## src/rtl/tdma_pkg.sv

```systemverilog
// Package: shared types and descriptor layout for the transmit DMA engine.
// Assumes byte-addressed memory; all multi-byte descriptor fields little-endian.
package tdma_pkg;

    typedef enum logic [4:0] {
        S_IDLE, S_OWN_RQ, S_OWN_CK, S_LEN_RQ0, S_LEN_RQ1, S_LEN_CK,
        S_FETCH, S_LATCH, S_PUSH, S_WAIT, S_FLUSH, S_HOLD,
        S_ST_LO, S_ST_HI, S_NP_RQ0, S_NP_RQ1, S_NP_RQ2, S_NP_CK
    } tdma_state_e;

    typedef enum logic [3:0] {
        A_OWN, A_LEN_LO, A_LEN_HI, A_DATA, A_ST_LO, A_ST_HI, A_NP0, A_NP1, A_NP2
    } tdma_asel_e;

    localparam int unsigned OFS_NP0    = 0;
    localparam int unsigned OFS_NP1    = 1;
    localparam int unsigned OFS_NP2    = 2;
    localparam int unsigned OFS_LEN_LO = 3;
    localparam int unsigned OFS_LEN_HI = 4;
    localparam int unsigned OFS_ST_LO  = 5;
    localparam int unsigned OFS_ST_HI  = 6;
    localparam int unsigned OFS_DATA   = 7;

    localparam int unsigned BYTE_W = 8;
    localparam int unsigned LEN_W  = 2 * BYTE_W;
    localparam int unsigned STAT_W = 2 * BYTE_W;
    localparam int unsigned NP_W   = 3 * BYTE_W;

    localparam logic [STAT_W-1:0] ABORT_STATUS = 16'h4000;
    localparam logic [STAT_W-1:0] STAT_KEEP    = 16'h7FFF;

endpackage

```

## src/rtl/tdma_len_ctr.sv

```systemverilog
// Module: packet length register and remaining-byte down-counter.
// Assumes the low length byte is captured the cycle before the high byte arrives.
module tdma_len_ctr
    import tdma_pkg::*;
(
    input  logic              clk,
    input  logic              rst_n,
    input  logic [BYTE_W-1:0] rdata_i,
    input  logic              lo_cap_i,
    input  logic              ld_i,
    input  logic              reload_i,
    input  logic              dec_i,
    output logic              cnt_last_o,
    output logic              ld_zero_o,
    output logic              len_zero_o
);

    logic [BYTE_W-1:0] lo_q;
    logic [LEN_W-1:0]  len_q;
    logic [LEN_W-1:0]  cnt_q;
    logic [LEN_W-1:0]  len_in;

    // Assemble the incoming length from the stored low byte and the current high byte.
    always_comb len_in = {rdata_i, lo_q};

    // Hold the packet length and count down the bytes still to be sent.
    always_ff @(posedge clk) begin
        if (!rst_n) begin
            lo_q  <= '0;
            len_q <= '0;
            cnt_q <= '0;
        end else begin
            if (lo_cap_i) lo_q <= rdata_i;
            if (ld_i) begin
                len_q <= len_in;
                cnt_q <= len_in;
            end else if (reload_i) begin
                cnt_q <= len_q;
            end else if (dec_i) begin
                cnt_q <= cnt_q - 1'b1;
            end
        end
    end

    // Flag the last byte, a zero incoming length and a zero stored length.
    always_comb begin
        cnt_last_o = (cnt_q == LEN_W'(1));
        ld_zero_o  = (len_in == '0);
        len_zero_o = (len_q == '0);
    end

    // the byte counter never decrements past zero
    a_r3_no_underflow: assert property (@(posedge clk) disable iff (!rst_n)
        dec_i |-> (cnt_q != '0));

endmodule

```

## src/rtl/tdma_ptr_unit.sv

```systemverilog
// Module: descriptor pointer, packet byte address and next-pointer assembly.
// Assumes the three next-pointer bytes are read in ascending order on consecutive cycles.
module tdma_ptr_unit
    import tdma_pkg::*;
#(
    parameter int unsigned          ADDR_W    = 24,
    parameter logic [ADDR_W-1:0]    RESET_PTR = '0
) (
    input  logic              clk,
    input  logic              rst_n,
    input  tdma_asel_e        asel_i,
    input  logic [BYTE_W-1:0] rdata_i,
    input  logic              addr_start_i,
    input  logic              addr_inc_i,
    input  logic              np_cap0_i,
    input  logic              np_cap1_i,
    input  logic              ptr_ld_i,
    output logic [ADDR_W-1:0] mem_addr_o,
    output logic [ADDR_W-1:0] cur_ptr_o
);

    logic [ADDR_W-1:0] ptr_q;
    logic [ADDR_W-1:0] data_q;
    logic [BYTE_W-1:0] np0_q;
    logic [BYTE_W-1:0] np1_q;
    logic [NP_W-1:0]   np_full;

    // Join the captured link bytes with the byte now on the read bus.
    always_comb np_full = {rdata_i, np1_q, np0_q};

    // Track the descriptor pointer, the packet byte address and partial link bytes.
    always_ff @(posedge clk) begin
        if (!rst_n) begin
            ptr_q  <= RESET_PTR;
            data_q <= '0;
            np0_q  <= '0;
            np1_q  <= '0;
        end else begin
            if (addr_start_i)    data_q <= ptr_q + ADDR_W'(OFS_DATA);
            else if (addr_inc_i) data_q <= data_q + 1'b1;
            if (np_cap0_i) np0_q <= rdata_i;
            if (np_cap1_i) np1_q <= rdata_i;
            if (ptr_ld_i)  ptr_q <= ADDR_W'(np_full);
        end
    end

    // Select the memory address for the access the controller requests.
    always_comb begin
        unique case (asel_i)
            A_OWN:    mem_addr_o = ptr_q + ADDR_W'(OFS_ST_HI);
            A_LEN_LO: mem_addr_o = ptr_q + ADDR_W'(OFS_LEN_LO);
            A_LEN_HI: mem_addr_o = ptr_q + ADDR_W'(OFS_LEN_HI);
            A_DATA:   mem_addr_o = data_q;
            A_ST_LO:  mem_addr_o = ptr_q + ADDR_W'(OFS_ST_LO);
            A_ST_HI:  mem_addr_o = ptr_q + ADDR_W'(OFS_ST_HI);
            A_NP0:    mem_addr_o = ptr_q + ADDR_W'(OFS_NP0);
            A_NP1:    mem_addr_o = ptr_q + ADDR_W'(OFS_NP1);
            A_NP2:    mem_addr_o = ptr_q + ADDR_W'(OFS_NP2);
            default:  mem_addr_o = ptr_q;
        endcase
    end

    assign cur_ptr_o = ptr_q;

endmodule

```

## src/rtl/tdma_fsm.sv

```systemverilog
// Module: sequencing controller for polling, streaming, completion and recovery.
// Assumes registered-read memory (data one cycle after the read strobe) and that
// retry/abort stay asserted until the pointer reset has been issued.
module tdma_fsm
    import tdma_pkg::*;
(
    input  logic              clk,
    input  logic              rst_n,
    input  logic              poll_tick_i,
    input  logic [BYTE_W-1:0] rdata_i,
    input  logic              fifo_full_i,
    input  logic              retry_i,
    input  logic              abort_i,
    input  logic              ack_i,
    input  logic              tx_done_i,
    input  logic [STAT_W-1:0] tx_stat_i,
    input  logic              cnt_last_i,
    input  logic              ld_zero_i,
    input  logic              len_zero_i,
    output tdma_asel_e        asel_o,
    output logic              mem_rd_o,
    output logic              mem_wr_o,
    output logic [BYTE_W-1:0] mem_wdata_o,
    output logic              fifo_wr_o,
    output logic [BYTE_W-1:0] fifo_wdata_o,
    output logic              fifo_ptr_rst_o,
    output logic              done_irq_o,
    output logic              lo_cap_o,
    output logic              len_ld_o,
    output logic              len_reload_o,
    output logic              cnt_dec_o,
    output logic              addr_start_o,
    output logic              addr_inc_o,
    output logic              np_cap0_o,
    output logic              np_cap1_o,
    output logic              ptr_ld_o
);

    tdma_state_e       st_q, st_d;
    logic [STAT_W-1:0] stat_q;
    logic [BYTE_W-1:0] byte_q;
    logic              abort_q;
    logic              done_q;
    logic              req;

    // Any recovery request from the FIFO controller; abort takes precedence when latched.
    always_comb req = retry_i | abort_i;

    // Decode the next state and the per-cycle strobes from the current state.
    always_comb begin
        st_d         = st_q;
        asel_o       = A_OWN;
        mem_rd_o     = 1'b0;
        mem_wr_o     = 1'b0;
        mem_wdata_o  = '0;
        fifo_wr_o    = 1'b0;
        lo_cap_o     = 1'b0;
        len_ld_o     = 1'b0;
        len_reload_o = 1'b0;
        cnt_dec_o    = 1'b0;
        addr_start_o = 1'b0;
        addr_inc_o   = 1'b0;
        np_cap0_o    = 1'b0;
        np_cap1_o    = 1'b0;
        ptr_ld_o     = 1'b0;
        unique case (st_q)
            S_IDLE:    if (poll_tick_i) st_d = S_OWN_RQ;
            S_OWN_RQ: begin
                asel_o   = A_OWN;
                mem_rd_o = 1'b1;
                st_d     = S_OWN_CK;
            end
            S_OWN_CK:  st_d = rdata_i[7] ? S_LEN_RQ0 : S_IDLE;
            S_LEN_RQ0: begin
                asel_o   = A_LEN_LO;
                mem_rd_o = 1'b1;
                st_d     = S_LEN_RQ1;
            end
            S_LEN_RQ1: begin
                lo_cap_o = 1'b1;
                asel_o   = A_LEN_HI;
                mem_rd_o = 1'b1;
                st_d     = S_LEN_CK;
            end
            S_LEN_CK: begin
                len_ld_o     = 1'b1;
                addr_start_o = 1'b1;
                st_d         = ld_zero_i ? S_WAIT : S_FETCH;
            end
            S_FETCH: begin
                if (req) begin
                    st_d = S_FLUSH;
                end else begin
                    asel_o   = A_DATA;
                    mem_rd_o = 1'b1;
                    st_d     = S_LATCH;
                end
            end
            S_LATCH:   st_d = req ? S_FLUSH : S_PUSH;
            S_PUSH: begin
                if (req) begin
                    st_d = S_FLUSH;
                end else if (!fifo_full_i) begin
                    fifo_wr_o  = 1'b1;
                    cnt_dec_o  = 1'b1;
                    addr_inc_o = 1'b1;
                    st_d       = cnt_last_i ? S_WAIT : S_FETCH;
                end
            end
            S_WAIT: begin
                if (req)            st_d = S_FLUSH;
                else if (tx_done_i) st_d = S_ST_LO;
            end
            S_FLUSH:   st_d = S_HOLD;
            S_HOLD: begin
                if (ack_i && !req) begin
                    if (abort_q) begin
                        st_d = S_ST_LO;
                    end else begin
                        len_reload_o = 1'b1;
                        addr_start_o = 1'b1;
                        st_d         = len_zero_i ? S_WAIT : S_FETCH;
                    end
                end
            end
            S_ST_LO: begin
                asel_o      = A_ST_LO;
                mem_wr_o    = 1'b1;
                mem_wdata_o = stat_q[BYTE_W-1:0];
                st_d        = S_ST_HI;
            end
            S_ST_HI: begin
                asel_o      = A_ST_HI;
                mem_wr_o    = 1'b1;
                mem_wdata_o = stat_q[STAT_W-1:BYTE_W];
                st_d        = S_NP_RQ0;
            end
            S_NP_RQ0: begin
                asel_o   = A_NP0;
                mem_rd_o = 1'b1;
                st_d     = S_NP_RQ1;
            end
            S_NP_RQ1: begin
                np_cap0_o = 1'b1;
                asel_o    = A_NP1;
                mem_rd_o  = 1'b1;
                st_d      = S_NP_RQ2;
            end
            S_NP_RQ2: begin
                np_cap1_o = 1'b1;
                asel_o    = A_NP2;
                mem_rd_o  = 1'b1;
                st_d      = S_NP_CK;
            end
            S_NP_CK: begin
                ptr_ld_o = 1'b1;
                st_d     = S_IDLE;
            end
            default:   st_d = S_IDLE;
        endcase
    end

    // Advance the state and hold status, the fetched byte, the recovery kind and done.
    always_ff @(posedge clk) begin
        if (!rst_n) begin
            st_q    <= S_IDLE;
            stat_q  <= '0;
            byte_q  <= '0;
            abort_q <= 1'b0;
            done_q  <= 1'b0;
        end else begin
            st_q   <= st_d;
            done_q <= (st_q == S_NP_CK) && !abort_q;
            if (st_q == S_LATCH) byte_q <= rdata_i;
            if (st_d == S_FLUSH) abort_q <= abort_i;
            if (st_q == S_WAIT && !req && tx_done_i) begin
                stat_q  <= tx_stat_i & STAT_KEEP;
                abort_q <= 1'b0;
            end
            if (st_q == S_HOLD && ack_i && !req && abort_q) stat_q <= ABORT_STATUS;
        end
    end

    assign fifo_wdata_o   = byte_q;
    assign fifo_ptr_rst_o = (st_q == S_FLUSH);
    assign done_irq_o     = done_q;

    // the FIFO pointer reset lasts a single cycle
    a_r7_flush_pulse: assert property (@(posedge clk) disable iff (!rst_n)
        fifo_ptr_rst_o |=> !fifo_ptr_rst_o);

    // the engine stays parked while a request is still raised
    a_r9_hold_until_release: assert property (@(posedge clk) disable iff (!rst_n)
        (st_q == S_HOLD && req) |=> (st_q == S_HOLD));

    // the done indication is a one-cycle pulse
    a_r6_done_pulse: assert property (@(posedge clk) disable iff (!rst_n)
        done_irq_o |=> !done_irq_o);

    // no FIFO write is issued in the cycle after a stall with full still high
    a_r4_stall_holds: assert property (@(posedge clk) disable iff (!rst_n)
        (st_q == S_PUSH && fifo_full_i && !req) |=> (st_q == S_PUSH));

endmodule

```

## src/rtl/tx_desc_dma.sv

```systemverilog
// Module: top level of the descriptor-based transmit DMA engine.
// Assumes a single-port byte memory with one-cycle read latency and a FIFO
// controller that releases retry/abort together with its acknowledge.
module tx_desc_dma
    import tdma_pkg::*;
#(
    parameter int unsigned       ADDR_W    = 24,
    parameter logic [ADDR_W-1:0] RESET_PTR = '0
) (
    input  logic              clk,
    input  logic              rst_n,
    input  logic              poll_tick_i,
    output logic [ADDR_W-1:0] mem_addr_o,
    output logic              mem_rd_o,
    output logic              mem_wr_o,
    output logic [7:0]        mem_wdata_o,
    input  logic [7:0]        mem_rdata_i,
    output logic              fifo_wr_o,
    output logic [7:0]        fifo_wdata_o,
    input  logic              fifo_full_i,
    output logic              fifo_ptr_rst_o,
    input  logic              retry_i,
    input  logic              abort_i,
    input  logic              ptr_rst_ack_i,
    input  logic              tx_done_i,
    input  logic [15:0]       tx_stat_i,
    output logic              done_irq_o
);

    tdma_asel_e        asel;
    logic              lo_cap, len_ld, len_reload, cnt_dec;
    logic              addr_start, addr_inc, np_cap0, np_cap1, ptr_ld;
    logic              cnt_last, ld_zero, len_zero;
    logic [ADDR_W-1:0] cur_ptr;

    tdma_fsm u_fsm (
        .clk            (clk),
        .rst_n          (rst_n),
        .poll_tick_i    (poll_tick_i),
        .rdata_i        (mem_rdata_i),
        .fifo_full_i    (fifo_full_i),
        .retry_i        (retry_i),
        .abort_i        (abort_i),
        .ack_i          (ptr_rst_ack_i),
        .tx_done_i      (tx_done_i),
        .tx_stat_i      (tx_stat_i),
        .cnt_last_i     (cnt_last),
        .ld_zero_i      (ld_zero),
        .len_zero_i     (len_zero),
        .asel_o         (asel),
        .mem_rd_o       (mem_rd_o),
        .mem_wr_o       (mem_wr_o),
        .mem_wdata_o    (mem_wdata_o),
        .fifo_wr_o      (fifo_wr_o),
        .fifo_wdata_o   (fifo_wdata_o),
        .fifo_ptr_rst_o (fifo_ptr_rst_o),
        .done_irq_o     (done_irq_o),
        .lo_cap_o       (lo_cap),
        .len_ld_o       (len_ld),
        .len_reload_o   (len_reload),
        .cnt_dec_o      (cnt_dec),
        .addr_start_o   (addr_start),
        .addr_inc_o     (addr_inc),
        .np_cap0_o      (np_cap0),
        .np_cap1_o      (np_cap1),
        .ptr_ld_o       (ptr_ld)
    );

    tdma_len_ctr u_len (
        .clk        (clk),
        .rst_n      (rst_n),
        .rdata_i    (mem_rdata_i),
        .lo_cap_i   (lo_cap),
        .ld_i       (len_ld),
        .reload_i   (len_reload),
        .dec_i      (cnt_dec),
        .cnt_last_o (cnt_last),
        .ld_zero_o  (ld_zero),
        .len_zero_o (len_zero)
    );

    tdma_ptr_unit #(
        .ADDR_W    (ADDR_W),
        .RESET_PTR (RESET_PTR)
    ) u_ptr (
        .clk          (clk),
        .rst_n        (rst_n),
        .asel_i       (asel),
        .rdata_i      (mem_rdata_i),
        .addr_start_i (addr_start),
        .addr_inc_i   (addr_inc),
        .np_cap0_i    (np_cap0),
        .np_cap1_i    (np_cap1),
        .ptr_ld_i     (ptr_ld),
        .mem_addr_o   (mem_addr_o),
        .cur_ptr_o    (cur_ptr)
    );

    // every write of the status high byte hands ownership back
    a_r5_own_cleared: assert property (@(posedge clk) disable iff (!rst_n)
        (mem_wr_o && mem_addr_o == cur_ptr + ADDR_W'(OFS_ST_HI)) |-> !mem_wdata_o[7]);

    // the single memory port is never asked to read and write at once
    a_r2_single_access: assert property (@(posedge clk) disable iff (!rst_n)
        !(mem_rd_o && mem_wr_o));

endmodule

```

## config.mk

```make
export PLATFORM = sky130hd
export DESIGN_NAME = tx_desc_dma
export DESIGN_NICKNAME = d
export VERILOG_FILES = /design/src/rtl/tdma_pkg.sv /design/src/rtl/tdma_len_ctr.sv /design/src/rtl/tdma_ptr_unit.sv /design/src/rtl/tdma_fsm.sv /design/src/rtl/tx_desc_dma.sv
export SDC_FILE = /design/constraint.sdc
export NUM_CORES = 1
export LEC_CHECK = 0
export BUFFER_PORTS_ARGS = -buffer_cell sky130_fd_sc_hd__buf_2
export CORE_ASPECT_RATIO = 1.5
export CORE_MARGIN = 4
export CORE_UTILIZATION = 55
export CTS_BUF_LIST = sky130_fd_sc_hd__clkbuf_4
export DETAILED_ROUTE_END_ITERATION = 16
export MAX_ROUTING_LAYER = met4
export PLACE_DENSITY = 0.77
export SLEW_MARGIN = 5
export SYNTH_ARGS = -nofsm -noshare
export SYNTH_HDL_FRONTEND = slang
export SYNTH_HIERARCHICAL = 1
export SYNTH_SLANG_ARGS = --single-unit
```

## constraint.sdc

```tcl
create_clock -name clk -period 6.6 [get_ports clk]
set_clock_uncertainty 0.2 [all_clocks]
set_input_delay 0.99 -clock clk [delete_from_list [all_inputs] [get_ports clk]]
set_output_delay 0.99 -clock clk [all_outputs]
set_load 0.01 [all_outputs]
```

==> impl_metrics.toml <==
[status]
status = "complete, no violations"

[die]
io_pins = 77
dieArea_um2 = 17900
core_um2 = 15300
die_y_um = 162
num_rows = 55
dieWidth_um = 111
start_util = 0.567

[sta]
slew_headroom = 0.370
fin_ws_ns = 0.379
maxSlewViolCount = 0
fin_tns_setup_ns = 0
finalCritPeriodShare = 0.943
period_minus_slack_ns = 6.22
grt_setup_unrepaired = "false"
setup_viol = 0
max_freq_mhz = 161
holdWs_ns = 0.257
hold_viol = 0
tightest_slew_ns = 0.938

[route]
viasPerCell = 6.28
num_vias = 8368
firstDrtPassIters = 5
drtIter0Drc = 684
wl_mm = 25.8
ant_nets = 0
detail_route.wl_per_cell_um = 19.4
drc = 0

[power_and_ir_drop]
p_sw_frac = 0.246
ir_drop_uv = 177
intPower_mw = 1.23
pwr-share-clk = 0.427
finalPower_mw = 1.64
p_leak_nw = 3.30
comb_power_share = 0.070
netSwitchingPower_mw = 0.403
power_density_nw_per_um2 = 173
seq_power_share = 0.503

[critical_path]
cpMostUsedCell = "nor2b_1"
max_stage_delay_ns = 0.78
cp-start-kind = "flop"
crit_arrival_ns = 5.03
path_delay_family = "compound AO/OA/AOI/OAI gates"
critical_path.endpoint_type = "output pin"
path_class = "flop to output pin"
critPathSlowestCell = "dfxtp_1"
crit_chain = "nor2b_1 -> or4_1 -> o21ai_1 -> nor2b_1 -> nor3_1 -> fa_1 -> nor2b_1 -> o21ai_0 -> a211o_1 -> a22oi_1 -> o21ai_0 -> buf_2"
path_max_fanout = 21
required_ns = 5.41
cp_num_buf_inv = 1

[grt]
antenna_found_initial = 1
first_global_vias = 7923
grt_usage = 0.290
grt_max_degree = 52
overflow = 0
grt_pass1_wl_mm = 41.3

[worst_hold_path]
min_path_type = "flop to flop"

[synth]
synth-seq-cells = 134
syn_avg_cell_area_um2 = 7.97
syn_inst = 1087
yosysSeqAreaShare = 0.309
synth_flop_cell = "dfxtp_1"
synth-edff-count = 0
ys_async_sr_fraction = 0
netlist_area_um2 = 8670
syn_nets = 1130
synth_cell_types = 94
ys_warn_count = 6

[place]
port_buffers = 75
dpl_worst_slack_ns = 0.743
hpwl_mm = 18.4
gp_congestion = 0.973
placed_cell_area_um2 = 9070
dp.cells = 1299

[flow_run]
drv_cap = 0

[clock_tree]
clockBufferDepth = 2
cts_buffers = 17
postCtsHoldBufs = 0
path_clk_slew_ns = 0.12
clk_latency_ns = 0.56
ctsResizeCount = 0
cts_root_buf = "clkbuf_4"
cts_tree = "built"
htree_levels = 4
cts_setup_buffers = 0
clock-sinks = 134

[final_layout]
nets = 1162
nFillCells = 1417
fin_util = 0.618
final_cell_mix = "134 x dfxtp_1, 123 x nor2_1, 121 x nand2_1"
postLayoutCellArea_um2 = 9440
layout_commonest_cell = "dfxtp_1"
stdcell_count = 1332
drive_gt1_frac = 0.142
area_delta_synth_final_pct = 8.88
==> power groups by stage <==
| stage | Clock [mW] | Combinational, mW | Sequential (mW) |
|---|---|---|---|
| 2_1_floorplan | 0 | 0.0782 | 0.833 |
| 3_3_place_gp | 0 | 0.112 | 0.841 |
| 3_5_place_dp | 0 | 0.112 | 0.842 |
| 4_1_cts | 0.711 | 0.112 | 0.823 |
| 5_1_grt | 0.744 | 0.123 | 0.825 |
| 6_report | 0.699 | 0.115 | 0.824 |
==> final cells by class <==
class,instances,area [um^2],area share
repair buffers,92,503,0.0533
flip-flops and latches,134,2680,0.284
clock inverters,14,231,0.0245
well taps,199,249,0.0264
clock buffers,18,135,0.0143
multi-input cells,839,5500,0.583
inverters,35,131,0.0139
diodes,1,2.50,0.000265
==> sequential cells by signal, indices dropped and copies added, names as in the netlist, 8 cells and up <==
| name | cells |
|---|---|
| u_len/len_q | 16 |
| u_ptr/data_q | 24 |
| u_fsm/fifo_wdata_o | 8 |
| u_ptr/np0_q | 8 |
| u_fsm/stat_q | 15 |
| u_ptr/np1_q | 8 |
| u_ptr/cur_ptr_o | 24 |
| u_len/lo_q | 8 |
| u_len/cnt_q | 16 |
==> routing by layer <==
metal	wire length, um	part of all wire	up-vias	global-route usage
met5	0	0	-	-
met4	1380	0.053	0	0.160
met3	1530	0.059	95	0.0414
met2	12800	0.50	342	0.494
met1	10100	0.39	3917	0.326
li1	-	-	4014	-
==> Yosys cell counts (9+ instances only) <==
cell type | n | area (um^2)
nor4_1 | 17 | 106
xnor2_1 | 24 | 210
o21ai_0 | 36 | 180
a22oi_1 | 9 | 67.6
nor2b_1 | 24 | 150
buf_2 | 24 | 120
nor3_1 | 29 | 145
o22ai_1 | 14 | 87.6
dfxtp_1 | 134 | 2680
nor2_1 | 123 | 462
o211ai_1 | 9 | 67.6
xor2_1 | 24 | 210
inv_1 | 30 | 113
nand2b_1 | 16 | 100
mux2i_1 | 79 | 791
a21oi_1 | 54 | 270
a211oi_1 | 14 | 105
a31oi_1 | 15 | 93.8
nand2_1 | 121 | 454
clkbuf_1 | 34 | 128
nand4_1 | 26 | 163
ha_1 | 9 | 113
nand3_1 | 28 | 140
or3_1 | 11 | 68.8
==> tightest hold or removal path, cell delays in order, from the launching register on <==
cell,delay (ns)
dfxtp_1,0.33
nand2_1,0.05
a21oi_1,0.05
==> cells by family (layout without fill, tap and decap cells) <==
group	after synthesis	in the layout	synth area share
flops	134	134	0.309
other cells	0	1	0
buf+inv	114	159	0.0599
mux	81	81	0.0938
xor+xnor	48	48	0.0485
compound gates	238	238	0.195
simple gates	461	461	0.276
fa+ha+maj	11	11	0.0176
==> worst paths after layout <==
| check | startpoint | end | slack (ns) | cells after the start |
|---|---|---|---|---|
| max | u_fsm/st_q[1] | mem_addr_o[12] | 0.38 | 12 |
| min | u_fsm/stat_q[3] | u_fsm/stat_q[3] | 0.26 | 2 |
| max reg2reg | u_fsm/st_q[3] | u_ptr/data_q[23] | 2.55 | 9 |
| min reg2reg | u_fsm/stat_q[3] | u_fsm/stat_q[3] | 0.26 | 2 |
Note: power is estimated with default switching activity, not from simulation.
